[src/rtl/alarm_pkg.sv]
// Shared sizes for the alarm matrix evaluator.
// Assumes six alarm lines, so every truth table has 2**6 entries.
package alarm_pkg;
    localparam int unsigned NUM_ALM  = 6;
    localparam int unsigned TBL_SIZE = 1 << NUM_ALM;
    typedef logic [NUM_ALM-1:0] alm_pat_t;
endpackage

[src/rtl/alm_timebase.sv]
// Makes a one-cycle microsecond tick and a square wave for blinking.
// Assumes CLK_PER_US >= 1 and BLINK_HALF_US >= 1.
module alm_timebase #(
    parameter int unsigned CLK_PER_US    = 100,
    parameter int unsigned BLINK_HALF_US = 250000
) (
    input  logic clk,
    input  logic rst_n,
    output logic us_tick_o,
    output logic blink_o
);
    localparam int unsigned PW = $clog2(CLK_PER_US + 1);
    localparam int unsigned BW = $clog2(BLINK_HALF_US + 1);

    logic [PW-1:0] pre_q;
    logic [BW-1:0] half_q;

    // Prescaler: divide the clock down to a microsecond tick.
    always_ff @(posedge clk) begin
        if (!rst_n) begin
            pre_q     <= '0;
            us_tick_o <= 1'b0;
        end else if (pre_q == PW'(CLK_PER_US - 1)) begin
            pre_q     <= '0;
            us_tick_o <= 1'b1;
        end else begin
            pre_q     <= pre_q + 1'b1;
            us_tick_o <= 1'b0;
        end
    end

    // Blink divider: toggle the square wave every BLINK_HALF_US ticks.
    always_ff @(posedge clk) begin
        if (!rst_n) begin
            half_q  <= '0;
            blink_o <= 1'b0;
        end else if (us_tick_o) begin
            if (half_q == BW'(BLINK_HALF_US - 1)) begin
                half_q  <= '0;
                blink_o <= ~blink_o;
            end else begin
                half_q <= half_q + 1'b1;
            end
        end
    end
endmodule

[src/rtl/alm_deglitch.sv]
// Synchronises one asynchronous line and accepts a new level only after
// it has stayed steady for dwell_i microsecond ticks.
// Assumes dwell_i is quasi-static. A dwell of 0 passes the synchronised level through.
module alm_deglitch #(
    parameter int unsigned DWELL_W = 10
) (
    input  logic               clk,
    input  logic               rst_n,
    input  logic               async_i,
    input  logic               us_tick_i,
    input  logic [DWELL_W-1:0] dwell_i,
    output logic               sync_o,
    output logic               filt_o
);
    logic               meta_q;
    logic [DWELL_W-1:0] cnt_q;

    // Two-flop synchroniser.
    always_ff @(posedge clk) begin
        if (!rst_n) begin
            meta_q <= 1'b0;
            sync_o <= 1'b0;
        end else begin
            meta_q <= async_i;
            sync_o <= meta_q;
        end
    end

    // Dwell filter: count ticks while the synchronised level differs from the accepted one.
    always_ff @(posedge clk) begin
        if (!rst_n) begin
            cnt_q  <= '0;
            filt_o <= 1'b0;
        end else if (sync_o == filt_o) begin
            cnt_q <= '0;
        end else if (dwell_i == '0) begin
            filt_o <= sync_o;
            cnt_q  <= '0;
        end else if (us_tick_i) begin
            if (cnt_q >= dwell_i - DWELL_W'(1)) begin
                filt_o <= sync_o;
                cnt_q  <= '0;
            end else begin
                cnt_q <= cnt_q + 1'b1;
            end
        end
    end
endmodule

[src/rtl/alm_lookup.sv]
// Selects one bit from each truth table by the pattern index and registers
// the results, together with the yellow indicator.
// Assumes the tables are quasi-static and that the blink wave is a slow square wave.
module alm_lookup
    import alarm_pkg::*;
(
    input  logic                clk,
    input  logic                rst_n,
    input  alm_pat_t            pat_i,
    input  logic                shut_open_i,
    input  logic                blink_i,
    input  logic [TBL_SIZE-1:0] alarm_tbl_i,
    input  logic [TBL_SIZE-1:0] err_tbl_i,
    input  logic [TBL_SIZE-1:0] ok_tbl_i,
    output logic                alarm_o,
    output logic                err_o,
    output logic                ok_o,
    output logic                yellow_o
);
    logic alarm_sel;

    // Table lookup for the alarm output.
    always_comb alarm_sel = alarm_tbl_i[pat_i];

    // Output registers for the three lookups and the yellow indicator.
    always_ff @(posedge clk) begin
        if (!rst_n) begin
            alarm_o  <= 1'b0;
            err_o    <= 1'b0;
            ok_o     <= 1'b0;
            yellow_o <= 1'b0;
        end else begin
            alarm_o  <= alarm_sel;
            err_o    <= err_tbl_i[pat_i];
            ok_o     <= ok_tbl_i[pat_i];
            yellow_o <= alarm_sel & (shut_open_i ? blink_i : 1'b1);
        end
    end
endmodule

[src/rtl/alarm_matrix_eval.sv]
// Top level: six filtered alarm lines index three 64-entry truth tables.
// Assumes CLK_PER_US clock cycles per microsecond. The shutter reads 1 when open.
module alarm_matrix_eval
    import alarm_pkg::*;
#(
    parameter int unsigned CLK_PER_US    = 100,
    parameter int unsigned BLINK_HALF_US = 250000,
    parameter int unsigned DWELL_W       = 10
) (
    input  logic                clk,
    input  logic                rst_n,
    input  logic [NUM_ALM-1:0]  alm_i,
    input  logic                shutter_i,
    input  logic [DWELL_W-1:0]  dwell_us_i,
    input  logic [TBL_SIZE-1:0] alarm_tbl_i,
    input  logic [TBL_SIZE-1:0] err_tbl_i,
    input  logic [TBL_SIZE-1:0] ok_tbl_i,
    output logic                alarm_o,
    output logic                err_led_o,
    output logic                ok_led_o,
    output logic                yellow_o
);
    logic     us_tick;
    logic     blink;
    logic     shut_meta_q;
    logic     shutter_s;
    alm_pat_t sync_pat;
    alm_pat_t filt_pat;

    alm_timebase #(
        .CLK_PER_US   (CLK_PER_US),
        .BLINK_HALF_US(BLINK_HALF_US)
    ) u_tb (
        .clk      (clk),
        .rst_n    (rst_n),
        .us_tick_o(us_tick),
        .blink_o  (blink)
    );

    for (genvar g = 0; g < NUM_ALM; g++) begin : g_line
        alm_deglitch #(.DWELL_W(DWELL_W)) u_dg (
            .clk      (clk),
            .rst_n    (rst_n),
            .async_i  (alm_i[g]),
            .us_tick_i(us_tick),
            .dwell_i  (dwell_us_i),
            .sync_o   (sync_pat[g]),
            .filt_o   (filt_pat[g])
        );
    end

    // Shutter synchroniser; the shutter is not filtered.
    always_ff @(posedge clk) begin
        if (!rst_n) begin
            shut_meta_q <= 1'b0;
            shutter_s   <= 1'b0;
        end else begin
            shut_meta_q <= shutter_i;
            shutter_s   <= shut_meta_q;
        end
    end

    alm_lookup u_lk (
        .clk        (clk),
        .rst_n      (rst_n),
        .pat_i      (filt_pat),
        .shut_open_i(shutter_s),
        .blink_i    (blink),
        .alarm_tbl_i(alarm_tbl_i),
        .err_tbl_i  (err_tbl_i),
        .ok_tbl_i   (ok_tbl_i),
        .alarm_o    (alarm_o),
        .err_o      (err_led_o),
        .ok_o       (ok_led_o),
        .yellow_o   (yellow_o)
    );
endmodule

[config.mk]
export PLATFORM = sky130hd
export DESIGN_NAME = alarm_matrix_eval
export DESIGN_NICKNAME = d
export VERILOG_FILES = /design/src/rtl/alarm_pkg.sv /design/src/rtl/alm_timebase.sv /design/src/rtl/alm_deglitch.sv /design/src/rtl/alm_lookup.sv /design/src/rtl/alarm_matrix_eval.sv
export SDC_FILE = /design/constraint.sdc
export NUM_CORES = 1
export LEC_CHECK = 0
export ABC_AREA = 1
export ABC_CLOCK_PERIOD_IN_PS = 3500
export BUFFER_PORTS_ARGS = -buffer_cell sky130_fd_sc_hd__buf_2
export CAP_MARGIN = 15
export CORE_MARGIN = 5
export CORE_UTILIZATION = 53
export CTS_CLUSTER_DIAMETER = 120
export DETAILED_ROUTE_END_ITERATION = 12
export HOLD_SLACK_MARGIN = 0.1
export PLACE_DENSITY = 0.83
export SLEW_MARGIN = 0
export SYNTH_ARGS = -nofsm -noshare
export SYNTH_HDL_FRONTEND = slang
export SYNTH_HIERARCHICAL = 1
export SYNTH_SLANG_ARGS = --single-unit
[constraint.sdc]
create_clock -name clk -period 3.5 [get_ports clk]
set_input_delay 0.35 -clock clk [delete_from_list [all_inputs] [get_ports clk]]
set_output_delay 0.35 -clock clk [all_outputs]
set_load 0.02 [all_outputs]
# Word-level counts from Yosys, hierarchy flattened
# Index checks and enable logic that the tools add are counted.
# W data, S select, Z words.
[op_classes]
n_addsub = 9
n_eq_ne = 8
reduce_logical = 22
n_bitwise = 9
order_cmp = 7
mux = 33
[op_table]
columns = ["cell", "n"]
rows = [
  ["$add A10 B1 Y10 const B", 6],
  ["$ge A10 B10 Y1", 6],
  ["$mux W10", 6],
  ["$mux W1", 23],
  ["$add A18 B1 Y18 const B", 1],
  ["$bmux W1 S6", 3],
  ["$eq A18 B18 Y1 const B", 1],
  ["$mux W18", 1],
  ["$reduce_and A3 Y1", 6],
  ["$reduce_or A3 Y1", 6],
  ["$reduce_bool A2 Y1", 7],
  ["$logic_not A10 Y1", 1],
  ["$sub A10 B1 Y10 const B", 1],
  ["$not A1 Y1", 8],
  ["$add A7 B1 Y7 const B", 1],
  ["$eq A7 B7 Y1 const B", 1],
  ["$lt A6 B7 Y1 const B", 1],
  ["$eq A1 B1 Y1", 6],
  ["$reduce_and A2 Y1", 1],
  ["$reduce_or A2 Y1", 1],
  ["$and A1 B1 Y1", 1],
]
[word_totals]
input_bits = 211
output_inout_bits = 4
ff_bits = 111

# Longest topological paths before layout
# Gate-level depths: netlist of the first run.
[depth]
depth_word = 5
ltp_mapped = 18

# Hierarchy
# Netlist of the first run, hierarchy kept.
[by_module_without_submodules]
columns = ["module", "instances", "cells_each", "area_per_inst_um2"]
rows = [
  ["alm_deglitch (g_line[1].u_dg ...)", 4, 131, 991.0],
  ["alm_lookup", 1, 459, 2103.3],
  ["alm_deglitch (g_line[0].u_dg ...)", 2, 133, 994.7],
  ["alm_timebase", 1, 183, 1338.8],
  ["alarm_matrix_eval", 1, 6, 55.1],
]

# Least setup slack after synthesis of the first run
# Ideal clock, no wire load.
[synth_timing]
path_type = "input-to-reg"
startpoint = "input port dwell_us_i[0]"
endpoint = "register g_line[0].u_dg.cnt_q[1]"
setup_time_ps = 118
arrival_ps = 2040
path_stages = 16
setup_slack_ps = 1342
cell_sequence = "inv_1 ha_1 nand2_2 nor2_2 nand2_2 nor2_1 xor2_1 inv_1 ha_1 nand2_1 nor2_1 nand3_1 nand3_1 nand2_1 nand2_4 nor2_1"
[synth_via]
elab_chain_cells = 3
word_cells_on_any_way = 5
cone_classes = "add/sub: 1; order compare: 1; mux: 1; reduce/logical: 2"
[synth_lines]
columns = ["element", "line", "text"]
rows = [
  ["start: declaration", "alarm_matrix_eval.sv:14", "input logic [DWELL_W-1:0] dwell_us_i,"],
  ["$sub A10 B1 Y10", "alm_deglitch.sv:40", "if (cnt_q >= dwell_i - DWELL_W'(1)) begin"],
  ["$ge A10 B10 Y1", "alm_deglitch.sv:40", ""],
  ["$mux W10", "alm_deglitch.sv:40", ""],
  ["end signal: assignment", "alm_deglitch.sv:44", "cnt_q <= cnt_q + 1'b1;"],
  ["end: declaration", "alm_deglitch.sv:16", "logic [DWELL_W-1:0] cnt_q;"],
]
# Parallel ways exist; a longest one is shown, timed or not.
# A chain may end at the register's enable or synchronous reset.

# Final worst setup path of the first run
[layout_timing]
startpoint = "input port dwell_us_i[3]"
endpoint = "register g_line[2].u_dg.cnt_q[0]"
[layout_via]
elab_chain_cells = 3
word_cells_on_any_way = 5
cone_classes = "add/sub: 1; order compare: 1; mux: 1; reduce/logical: 2"
[layout_lines]
columns = ["element", "line"]
rows = [
  ["$sub A10 B1 Y10", "alm_deglitch.sv:40"],
  ["$ge A10 B10 Y1", "alm_deglitch.sv:40"],
  ["$mux W10", "alm_deglitch.sv:40"],
  ["end signal: assignment", "alm_deglitch.sv:44"],
  ["end: declaration", "alm_deglitch.sv:16"],
]
# Parallel ways exist; a longest one is shown, timed or not.

==> impl_results.md, run 1 <==
- Status: finished clean
- Synth warn: 6
- First-pass GRT wire length: 41,810 µm
- Max-slew violations: 0
- Max_slew headroom: 54.33%
- Final nets: between 1,500 and 2,000
- Vias in the first global route: 9,118
- Crit share post-route: between 60% and 70%
- Distinct cells, synth: 45
- Top FF cell, synth: dfxtp_1
- DR vias: approximately 9,800
- Cell taking the most area after synthesis: dfxtp_1
- Row Count: 48
- Final worst setup slack: between 1000 and 1500 ps
- RSZ-0062 raised after global routing: no
- Root Buffer: clkbuf_16
- Antenna viol nets, final: 0
- Die Y-Extent: 143.5 µm
- Design Area, Final: approximately 11,000 µm²
- Dpl hpwl: about 20,000 µm
- Sequential area share after synthesis: 23.51%
- Core area: between 15,000 and 20,000 µm²
- Crit path max fanout: 20
- Reg2reg end: u_lk/yellow_o
- 1st-pass router iterations: 6
- Worst R2R Path Depth: 11
- Fmax: around 0.44 GHz
- Io pins: around 220
- Peak VDD IR: between 0.2 and 0.25 mV
- Yosys top cell area share: a little under a quarter
- Synth-to-Final Area Change: 15.74%
- CTS Hold Bufs: 0
- Fin crit period: around 2300 ps
- Critical path class: input pin to register
- Die area: just over 20,000 µm²
- Total CTS buffers: 9
- Initial drt markers: 683
- Drt wl/cell: 14.09 µm
- Clock tree sinks: around 110
- Post-CTS setup buffers: 0
- Worst clock skew: ~11 ps
- Syn avg cell area: 6.572 µm²
- Share of cells above drive strength 1: between 20% and 30%
- Power Total: between 2000 and 3000 µW
- Reg2reg start: g_line[0].u_dg/filt_o
- Final core occ: around 63%
- Pwr dens: 255.5 nW/µm²
- Synth Cell Area: around 9500 µm²
- Total GRT Usage: 24.44%
- Port-buffer cells: between 200 and 250
- Worst EP arrival: roughly 2600 ps
- Mapped Nets: between 1,500 and 2,000
- Hold path start: shutter_i
- Post-Place Worst Slack: approximately 850 ps
- Worst EP required: ~3800 ps
- Synthesized instance count: 1,438
- Worst slew pin tran: roughly 700 ps
- Critical Path End Type: register
- Remaining routing DRC violations: 0
- Clock Latency Late Sink: roughly 360 ps
- Final setup vio count: 0
- Post-CTS Resized: 0
- Final hold vios: 0
- Synth top area cells: dfxtp_1 24%, nand2_1 17%, nand3_1 11%
- Largest net degree at the start of global routing: 99
- Worst Hold Path Cells: 3
- Antenna violations before repair: 0
- Critical path startpoint category: input pin
- P_leak: ~0.0055 µW
- TNS Setup: 0 ps
- Clock-pin slew on the worst setup and hold paths: around 80 ps
- Vias per cell: 5.245
- CTS Buffer Depth: 2
- CTS tree: done
- Worst Hold Path EP: shut_meta_q
- GPL Wtd Cong: between 0.8 and 0.9
- Async set or reset register ratio after synthesis: 0%
- Hold Path Class: input pin to register
- CTS H-tree depth: 3
- Final WL: about 26,000 µm
- Post-DP Area: between 10,000 and 15,000 µm²
- Die extent in x: between 100 and 150 µm
- Post-synth EDFFs: 0
- Maxcap violations: 0
- Flop-to-flop setup slack: about 1500 ps
- GRT overflow: 0
- Seq cells post-synth: 111
- Starting Density: a little over half
[worst max-delay path, stage by stage]
cell     delay, ps
buf_2          290
nor2_4         210
nand2_2        100
nor4_2         270
xor2_1         170
inv_1           50
ha_1           290
a21o_1         180
nor2_1         100
nand3_1         80
nand2_1        160
nand3_4        160
a21oi_1        140
[metrics by stage]
step / hold slack, ps / cells
after floorplan: 390.0 / 1438
after global placement: 393.4 / 1846
after detailed placement: 402.2 / 1846
after CTS: 161.0 / 1862
after global routing: 173.2 / 1862
final: 173.5 / 1863
[sequential cells by signal, summed over array words and instances (netlist names)]
signal	flops
g_line.u_dg/cnt_q	60
g_line.u_dg/filt_o	6
g_line.u_dg/meta_q	6
g_line.u_dg/sync_o	6
shut_meta_q	1
shutter_s	1
u_lk/alarm_o	1
u_lk/err_o	1
u_lk/ok_o	1
u_lk/yellow_o	1
u_tb/blink_o	1
u_tb/half_q	18
u_tb/pre_q	7
u_tb/us_tick_o	1
[cell usage in the layout, fill, tap and decap left out, drive strengths merged, types with 4 or more instances in the layout]
cell and instances:
nand3 218, a31oi 4, inv 156, a21oi 34
nand4 20, o31ai 4, buf 221, dfxtp 111
mux2i 6, or2 5, nor4 8, nor3 18
and3 6, a21boi 4, a21o 6, xor2 74
nand2 448, clkbuf 10, ha 74, nor2 171
xnor2 11, o21ai 15, o21a 4
[synth_stat cells (5+ instances only)]
cell / count
o21ai_0: 15
buf_2: 18
nand2_2: 23
nor3_1: 10
xor2_1: 74
xnor2_1: 11
a21o_1: 6
inv_1: 144
nor2_1: 130
a21oi_1: 32
and3_1: 6
nand3_1: 210
nor2_2: 28
nand2_1: 422
mux2i_1: 6
inv_2: 8
dfxtp_1: 111
nor2_4: 12
nand4_1: 18
nor3_2: 7
ha_1: 74
buf_6: 6
buf_4: 7
or2_2: 5
[per-layer routing]
layer / vias up / global-route usage (%) / routed length, µm
li1: 5010 / - / -
met2: 310 / 42.83 / 12630
met3: 53 / 5.391 / 1951
met4: 0 / 7.433 / 673
met5: - / 0 / 0
met1: 4398 / 29.97 / 10990
[power by group]
group,total [µW],leakage [µW],internal [µW],switching [µW]
sequential,1280,0.000899,1270,6.18
combinational,424,0.00440,184,240
clock,1090,0.000153,587,502
total,2790,0.00546,2050,748
[worst max-delay path by stage]
| stage | startpoint | depth (start not counted) | to |
|---|---|---|---|
| detailed placement | dwell_us_i[3] | 13 | g_line[2].u_dg/cnt_q[0] |
| floorplan | dwell_us_i[0] | 16 | g_line[0].u_dg/cnt_q[1] |
| global route | dwell_us_i[3] | 13 | g_line[4].u_dg/cnt_q[8] |
| finish | dwell_us_i[3] | 13 | g_line[2].u_dg/cnt_q[0] |
| CTS | dwell_us_i[3] | 13 | g_line[2].u_dg/cnt_q[0] |
| global placement | dwell_us_i[3] | 13 | g_line[4].u_dg/cnt_q[0] |
[cell families after synthesis]
group           after synthesis  synth area share, %
simple gates                898                44.96
flops                       111                23.51
xor+xnor                     85                7.878
fa+ha+maj                    74                9.797
compound gates               71                4.369
buf+inv                     193                8.844
mux                           6               0.6355
[final cells by class]
| cell class | count | area (µm²) |
|---|---|---|
| Fill cell | 1623 | 6479 |
| Multi-Input combinational cell | 1134 | 6392 |
| Sequential cell | 111 | 2225 |
| Timing Repair Buffer | 221 | 1136 |
| Inverter | 155 | 588.1 |
| Tap cell | 225 | 281.5 |
| Clock buffer | 10 | 239.0 |
| Clock inverter | 6 | 73.82 |
| Antenna cell | 1 | 2.502 |
Power figures use the tool's default switching activity.
==> inputs of run 2 (changes only) <==
--- a/config.mk
+++ b/config.mk
@@ -6,7 +6,7 @@
 export NUM_CORES = 1
 export LEC_CHECK = 0
 export ABC_AREA = 1
-export ABC_CLOCK_PERIOD_IN_PS = 3500
+export ABC_CLOCK_PERIOD_IN_PS = 2400
 export BUFFER_PORTS_ARGS = -buffer_cell sky130_fd_sc_hd__buf_2
 export CAP_MARGIN = 15
 export CORE_MARGIN = 5
==> constraint.sdc (replaced) <==
create_clock -name clk -period 2.4 [get_ports clk]
set_input_delay 0.24 -clock clk [delete_from_list [all_inputs] [get_ports clk]]
set_output_delay 0.24 -clock clk [all_outputs]
set_load 0.02 [all_outputs]
==> run 2 against run 1 <==
Compared with the run above: wire length up 2.2%; via count up 1.7%; sequential share of layout area down 0.55 points; first-iteration DRC count down 1.5%; setup slack worse by 970 ps; final cell count up 1.7%; critical path depth up 4; critical endpoint is now g_line[0].u_dg/cnt_q[2]; highest routed layer unchanged.
==> impl_results.md, run 2 (synthesis results as in run 1) <==
- DP Cell Count: 1,871 (+1.4%)
- Biggest register: g_line.u_dg/cnt_q
- Final hold slack: 343.3 ps (+169.8 ps)
- Vias per cell: 5.249 (about the same)
- Crit share post-route: roughly 90%
- 1st-pass router iterations: 7 (+1)
- Total GRT Usage: 24.98% (+0.54 points)
- Worst slew pin tran: 553.9 ps (-131.1 ps)
- Ant. Diodes: 0 (-1)
- Max-slew violations: 0 (unchanged)
- Slowest cell on crit path: ha_1
- CTS tree: done
- Most common cell after layout, fill and taps aside: nand2_1
- Final setup vio count: 0 (unchanged)
- Drt wl/cell: 14.16 µm (+0.54%)
- Io pins: 215 (unchanged)
- Most frequent cells in the layout: 422 x nand2_1, 214 x buf_2, 210 x nand3_1
- Post-CTS setup buffers: 0 (unchanged)
- Clock tree sinks: 111 (unchanged)
- RSZ-0062 raised after global routing: no
- Initial drt markers: 673 (-1.5%)
- Power Total: 4250 µW (+52%)
- Starting Density: 54.26% (unchanged)
- Core area: 17,420 µm² (unchanged)
- Fin cells: 1,894 (+1.7%)
- Row Count: 48 (unchanged)
- DR vias: 9,941 (+1.7%)
- Peak per-stage delay on the critical path: 280 ps (about the same)
- Hold Path Class: input pin to register
- Critical path startpoint category: input pin
- TNS Setup: 0 ps (unchanged)
- Total CTS buffers: 9 (unchanged)
- CTS H-tree depth: 3 (unchanged)
- Die Y-Extent: 143.5 µm (unchanged)
- Final nets: 1,949 (+1.7%)
- Clock Latency Late Sink: 360 ps (about the same)
- CP dominant cell by count: nor2_1
- Fmax: 0.4645 GHz
- Maxcap violations: 0 (unchanged)
- Max reg flops: 60 (unchanged)
- Clock-pin slew on the worst setup and hold paths: 70 ps (about the same)
- Max_slew headroom: 63.07% (+8.7 points)
- Critical Path End Type: register
- Share of cells above drive strength 1: 22.35% (+1.0 points)
- Fin crit period: between 2000 and 2500 ps
- # fillers: 1,567 (-3.5%)
- P_leak: 0.005622 µW (+3.0%)
- Synth-to-Final Area Change: 18.93%
- First-pass GRT wire length: 42,770 µm (+2.3%)
- Top flop regs: g_line.u_dg/cnt_q x60, u_tb/half_q x18, u_tb/pre_q x7
- Final hold vios: 0 (unchanged)
- Crit path max fanout: 10 (-50%)
- Worst EP required: 2650 ps (-1140 ps)
- Antenna viol nets, final: 0 (unchanged)
- Pwr dens: 378.1 nW/µm² (+48%)
- Post-CTS Resized: 0 (unchanged)
- Dpl hpwl: 20,730 µm (+4.0%)
- Worst clock skew: 6.735 ps (-4.123 ps)
- Worst EP arrival: 2400 ps (-180 ps)
- GPL Wtd Cong: 0.9206 (+4.1%)
- Final WL: 26,830 µm (+2.2%)
- GRT overflow: 0 (unchanged)
- Root Buffer: clkbuf_16
- Remaining routing DRC violations: 0 (unchanged)
- Antenna violations before repair: 0 (unchanged)
- Port-buffer cells: 214 (unchanged)
- Peak VDD IR: 0.3171 mV (+37%)
- Status: finished clean
- Crit-path cells: buf_2 > inv_1 > ha_1 > nand2_2 > nor2_2 > nand2_2 > nor2_1 > xor2_1 > inv_1 > ha_1 > nand2_1 > nor2_1 > nand3_1 > nand3_1 > nand2_1 > nand2_4 > nor2_1
- CTS Buffer Depth: 2 (unchanged)
- Vias in the first global route: 9,221 (+1.1%)
- Die extent in x: 143.5 µm (unchanged)
- Critical path class: input pin to register
- Die area: 20,600 µm² (unchanged)
- Largest net degree at the start of global routing: 80 (-19%)
-- run 2: cell types whose count changed in the layout (fill, tap and decap cells not counted) --
cell,delta
inv_8,-2
clkinvlp_4,-1
dlygate4sd3_1,+7
diode_2,-1
buf_12,+1
bufinv_16,+2
buf_4,+24
clkbuf_1,+1
-- run 2: what timing repair did --
item,in CTS,in global routing
setup endpoints to repair,0,0
hold buffers,7,0
hold endpoints to repair,7,0
-- run 2: area by class of cell --
| cell class | instances | area (µm²) | area share [%] |
|---|---|---|---|
| Clock buffer | 11 | 242.7 | 2.160 |
| Multi-Input combinational cell | 1134 | 6392 | 56.87 |
| Tap cell | 225 | 281.5 | 2.505 |
| Clock inverter | 5 | 103.9 | 0.9240 |
| Inverter | 155 | 588.1 | 5.232 |
| Sequential cell | 111 | 2225 | 19.79 |
| Timing Repair Buffer | 253 | 1406 | 12.51 |
-- run 2: power by group --
group          total (µW)  internal, µW  switching [µW]
logic                 650           292             358
registers            1870          1860            9.33
clock network        1730          1050             680
total                4250          3200            1050
-- run 2: critical path: cells and delay by family --
| family | cells | cell delay, ps |
|---|---|---|
| fa+ha+maj | 2 | 510 |
| simple gates | 11 | 1130 |
| xor+xnor | 1 | 180 |
| buf+inv | 3 | 340 |
-- run 2: final timing paths --
path | startpoint | depth (start not counted) | end | slack (ps)
max reg2reg | g_line[0].u_dg/filt_o | 10 | u_lk/err_o | 450
min reg2reg | g_line[2].u_dg/meta_q | 2 | g_line[2].u_dg/sync_o | 420
min | rst_n | 3 | g_line[2].u_dg/sync_o | 340
max | dwell_us_i[0] | 17 | g_line[0].u_dg/cnt_q[2] | 250
-- run 2: per-layer routing --
layer / track usage, % / wire, µm
met5: 0 / 0
met3: 3.295 / 1829
met4: 9.812 / 817
met2: 44.60 / 12960
met1: 30.39 / 11220
-- run 2: metrics by stage --
| step | util (%) | setup slack [ps] | cell area (µm²) |
|---|---|---|---|
| floorplan | - | 351.9 | 9450 |
| finish | 64.53 | 247.2 | 11240 |
| global placement | 62.14 | 31.67 | 10820 |
| detailed placement | 62.14 | -28.28 | 10820 |
| CTS | 64.53 | 272.3 | 11240 |
| global route | 64.53 | 58.26 | 11240 |
==> inputs of run 3 (changes only) <==
--- a/config.mk
+++ b/config.mk
@@ -15,6 +15,7 @@
 export DETAILED_ROUTE_END_ITERATION = 12
 export HOLD_SLACK_MARGIN = 0.1
 export PLACE_DENSITY = 0.83
+export SKIP_LAST_GASP = 1
 export SLEW_MARGIN = 0
 export SYNTH_ARGS = -nofsm -noshare
 export SYNTH_HDL_FRONTEND = slang
==> constraint.sdc (replaced) <==
create_clock -name clk -period 2.4 [get_ports clk]
set_input_delay 0.36 -clock clk [delete_from_list [all_inputs] [get_ports clk]]
set_output_delay 0.36 -clock clk [all_outputs]
set_load 0.02 [all_outputs]
==> run 3 against run 2 <==
Compared with the run above: final cell count up 1.4%; clock skew up 1.3 ps; wire length up 0.60%; sequential cell count unchanged; clock-buffer cell count down 2; clock power down 14%; worst hold slack worse by 170 ps; highest routed layer unchanged; register-to-register slack about the same; largest power group unchanged.
==> impl_results.md, run 3 (synthesis results as in run 1) <==
- Die area: 20,600 µm² (unchanged)
- Ant. Diodes: 0 (unchanged)
- Io pins: 215 (unchanged)
- Dpl hpwl: 20,730 µm (about the same)
- Hold Path Class: input pin to register
- Maxcap violations: 0 (unchanged)
- Critical path startpoint category: input pin
- Critical Path End Type: register
- Final hold slack: 168.5 ps (-174.9 ps)
- Largest net degree at the start of global routing: 79 (-1.3%)
- Top flop regs: g_line.u_dg/cnt_q x60, u_tb/half_q x18, u_tb/pre_q x7
- Critical path class: input pin to register
- CTS tree: done
- Max reg flops: 60 (unchanged)
- Post-CTS setup buffers: 0 (unchanged)
- Final nets: 1,975 (+1.3%)
- Most frequent cells in the layout: 421 x nand2_1, 214 x buf_2, 210 x nand3_1
- Biggest register: g_line.u_dg/cnt_q
- Final setup vio count: 0 (unchanged)
- Die Y-Extent: 143.5 µm (unchanged)
- Max_slew headroom: 56.40% (-6.7 points)
- Antenna viol nets, final: 0 (unchanged)
- Max-slew violations: 0 (unchanged)
- Worst clock skew: 8.010 ps (+1.275 ps)
- Row Count: 48 (unchanged)
- Flop-to-flop setup slack: 450 ps (about the same)
- RSZ-0062 raised after global routing: no
- Die extent in x: 143.5 µm (unchanged)
- GRT overflow: 0 (unchanged)
- Final core occ: 65.30% (+0.77 points)
- Starting Density: 54.26% (unchanged)
- Total CTS buffers: 9 (unchanged)
- Reg2reg end: u_lk/ok_o
- Post-Place Worst Slack: -140.3 ps (-112.0 ps)
- Synth-to-Final Area Change: 20.35%
- Reg2reg start: g_line[0].u_dg/filt_o
- TNS Setup: 0 ps (unchanged)
- Clock tree sinks: 111 (unchanged)
- Final hold vios: 0 (unchanged)
- Worst R2R Path Depth: 10 (unchanged)
- Root Buffer: clkbuf_16
- Fmax: 0.4631 GHz (-0.30%)
- Drt wl/cell: 14.05 µm (-0.77%)
- Crit path max fanout: 12 (+2)
- P_leak: 0.005720 µW (+1.7%)
- Vias in the first global route: 9,361 (+1.5%)
- Port-buffer cells: 214 (unchanged)
- Worst EP required: 2660 ps (about the same)
- Crit share post-route: 89.97% (+0.27 points)
- Core area: 17,420 µm² (unchanged)
- DP Cell Count: 1,903 (+1.7%)
- Share of cells above drive strength 1: 24.19% (+1.8 points)
- CTS Hold Bufs: 0 (-7)
- Clock Latency Late Sink: 370 ps (about the same)
- Worst EP arrival: 2420 ps (+20 ps)
- Crit path from: dwell_us_i[3]
- Peak VDD IR: 0.3457 mV (+9.0%)
- Fin crit period: 2159 ps (+6.426 ps)
- Most common cell after layout, fill and taps aside: nand2_1
- Remaining routing DRC violations: 0 (unchanged)
- Initial drt markers: 681 (+1.2%)
- CTS H-tree depth: 3 (unchanged)
- 1st-pass router iterations: 5 (-2)
- DR vias: 10,024 (+0.83%)
- GPL Wtd Cong: 0.9078 (-1.4%)
- Status: finished clean
- Final worst setup slack: 240.8 ps (-6.426 ps)
- Worst slew pin tran: 653.2 ps (+99.30 ps)
- Antenna violations before repair: 0 (unchanged)
- Pwr dens: 354.7 nW/µm² (-6.2%)
- Fin cells: 1,920 (+1.4%)
- Clock-pin slew on the worst setup and hold paths: 80 ps (about the same)
- CP endpoint: g_line[2].u_dg/filt_o
- Final WL: 26,990 µm (+0.60%)
- Vias per cell: 5.221 (-0.53%)
- First-pass GRT wire length: 42,980 µm (+0.50%)
- CTS Buffer Depth: 2 (unchanged)
- Total GRT Usage: 25.23% (+0.25 points)
-- run 3: cell count changes in the layout (fill, tap and decap cells not counted), moves of 3 or more --
cell,before,now
dlygate4sd3_1,7,0
buf_4,30,62
clkinv_4,0,3
bufinv_16,3,0
-- run 3: cell type report --
class                   instances  area [µm²]
multi-input cells            1135        6410
fillers                      1504        6043
flip-flops and latches        111        2225
repair buffers                278        1577
inverters                     155       588.1
well taps                     225       281.5
clock buffers                   9       225.2
clock inverters                 7       67.56
-- run 3: stage by stage --
step	area [µm²]	total power (µW)
after global routing	11370	4224
after detailed placement	11060	2582
after floorplan	9450	2220
final	11370	4035
after CTS	11360	4066
after global placement	11060	2565
-- run 3: how the worst min path moves through the flow --
stage,to,start,slack [ps],depth (start not counted)
finish,shut_meta_q,shutter_i,170,3
floorplan,g_line[0].u_dg/sync_o,g_line[0].u_dg/meta_q,390,2
detailed placement,g_line[2].u_dg/sync_o,g_line[2].u_dg/meta_q,400,2
global route,shut_meta_q,shutter_i,180,3
global placement,shutter_s,shut_meta_q,390,2
CTS,g_line[2].u_dg/meta_q,alm_i[2],160,3
-- run 3: report_power, final --
part	switching [µW]	total (µW)	internal, µW	leakage (µW)
Sequential	9.23	1870	1860	0.000899
Combinational	365	678	313	0.00468
Clock	761	1490	727	0.000139
-- run 3: routing by layer --
| layer | vias to the layer above | GRT usage (%) | part of all wire [%] |
|---|---|---|---|
| li1 | 5122 | - | - |
| met1 | 4497 | 30.41 | 41 |
| met3 | 66 | 3.960 | 6.9 |
| met5 | - | 0 | 0 |
| met2 | 339 | 45.04 | 49 |
| met4 | 0 | 9.663 | 2.9 |
-- run 3: critical path, stage by stage --
cell and delay (ps):
buf_2 220, nor2_4 150, nand2_2 70, nor4_2 250, xor2_1 200, inv_1 60
ha_1 290, nand2_1 80, nor2_1 140, nand3_1 100, nand3_1 90, nand2_1 130
a21oi_1 200, nor2_1 70
-- run 3: what timing repair did --
action	CTS	global route
setup endpoints to repair	0	2
endpoints found under the hold margin	0	0
resized for setup	0	4
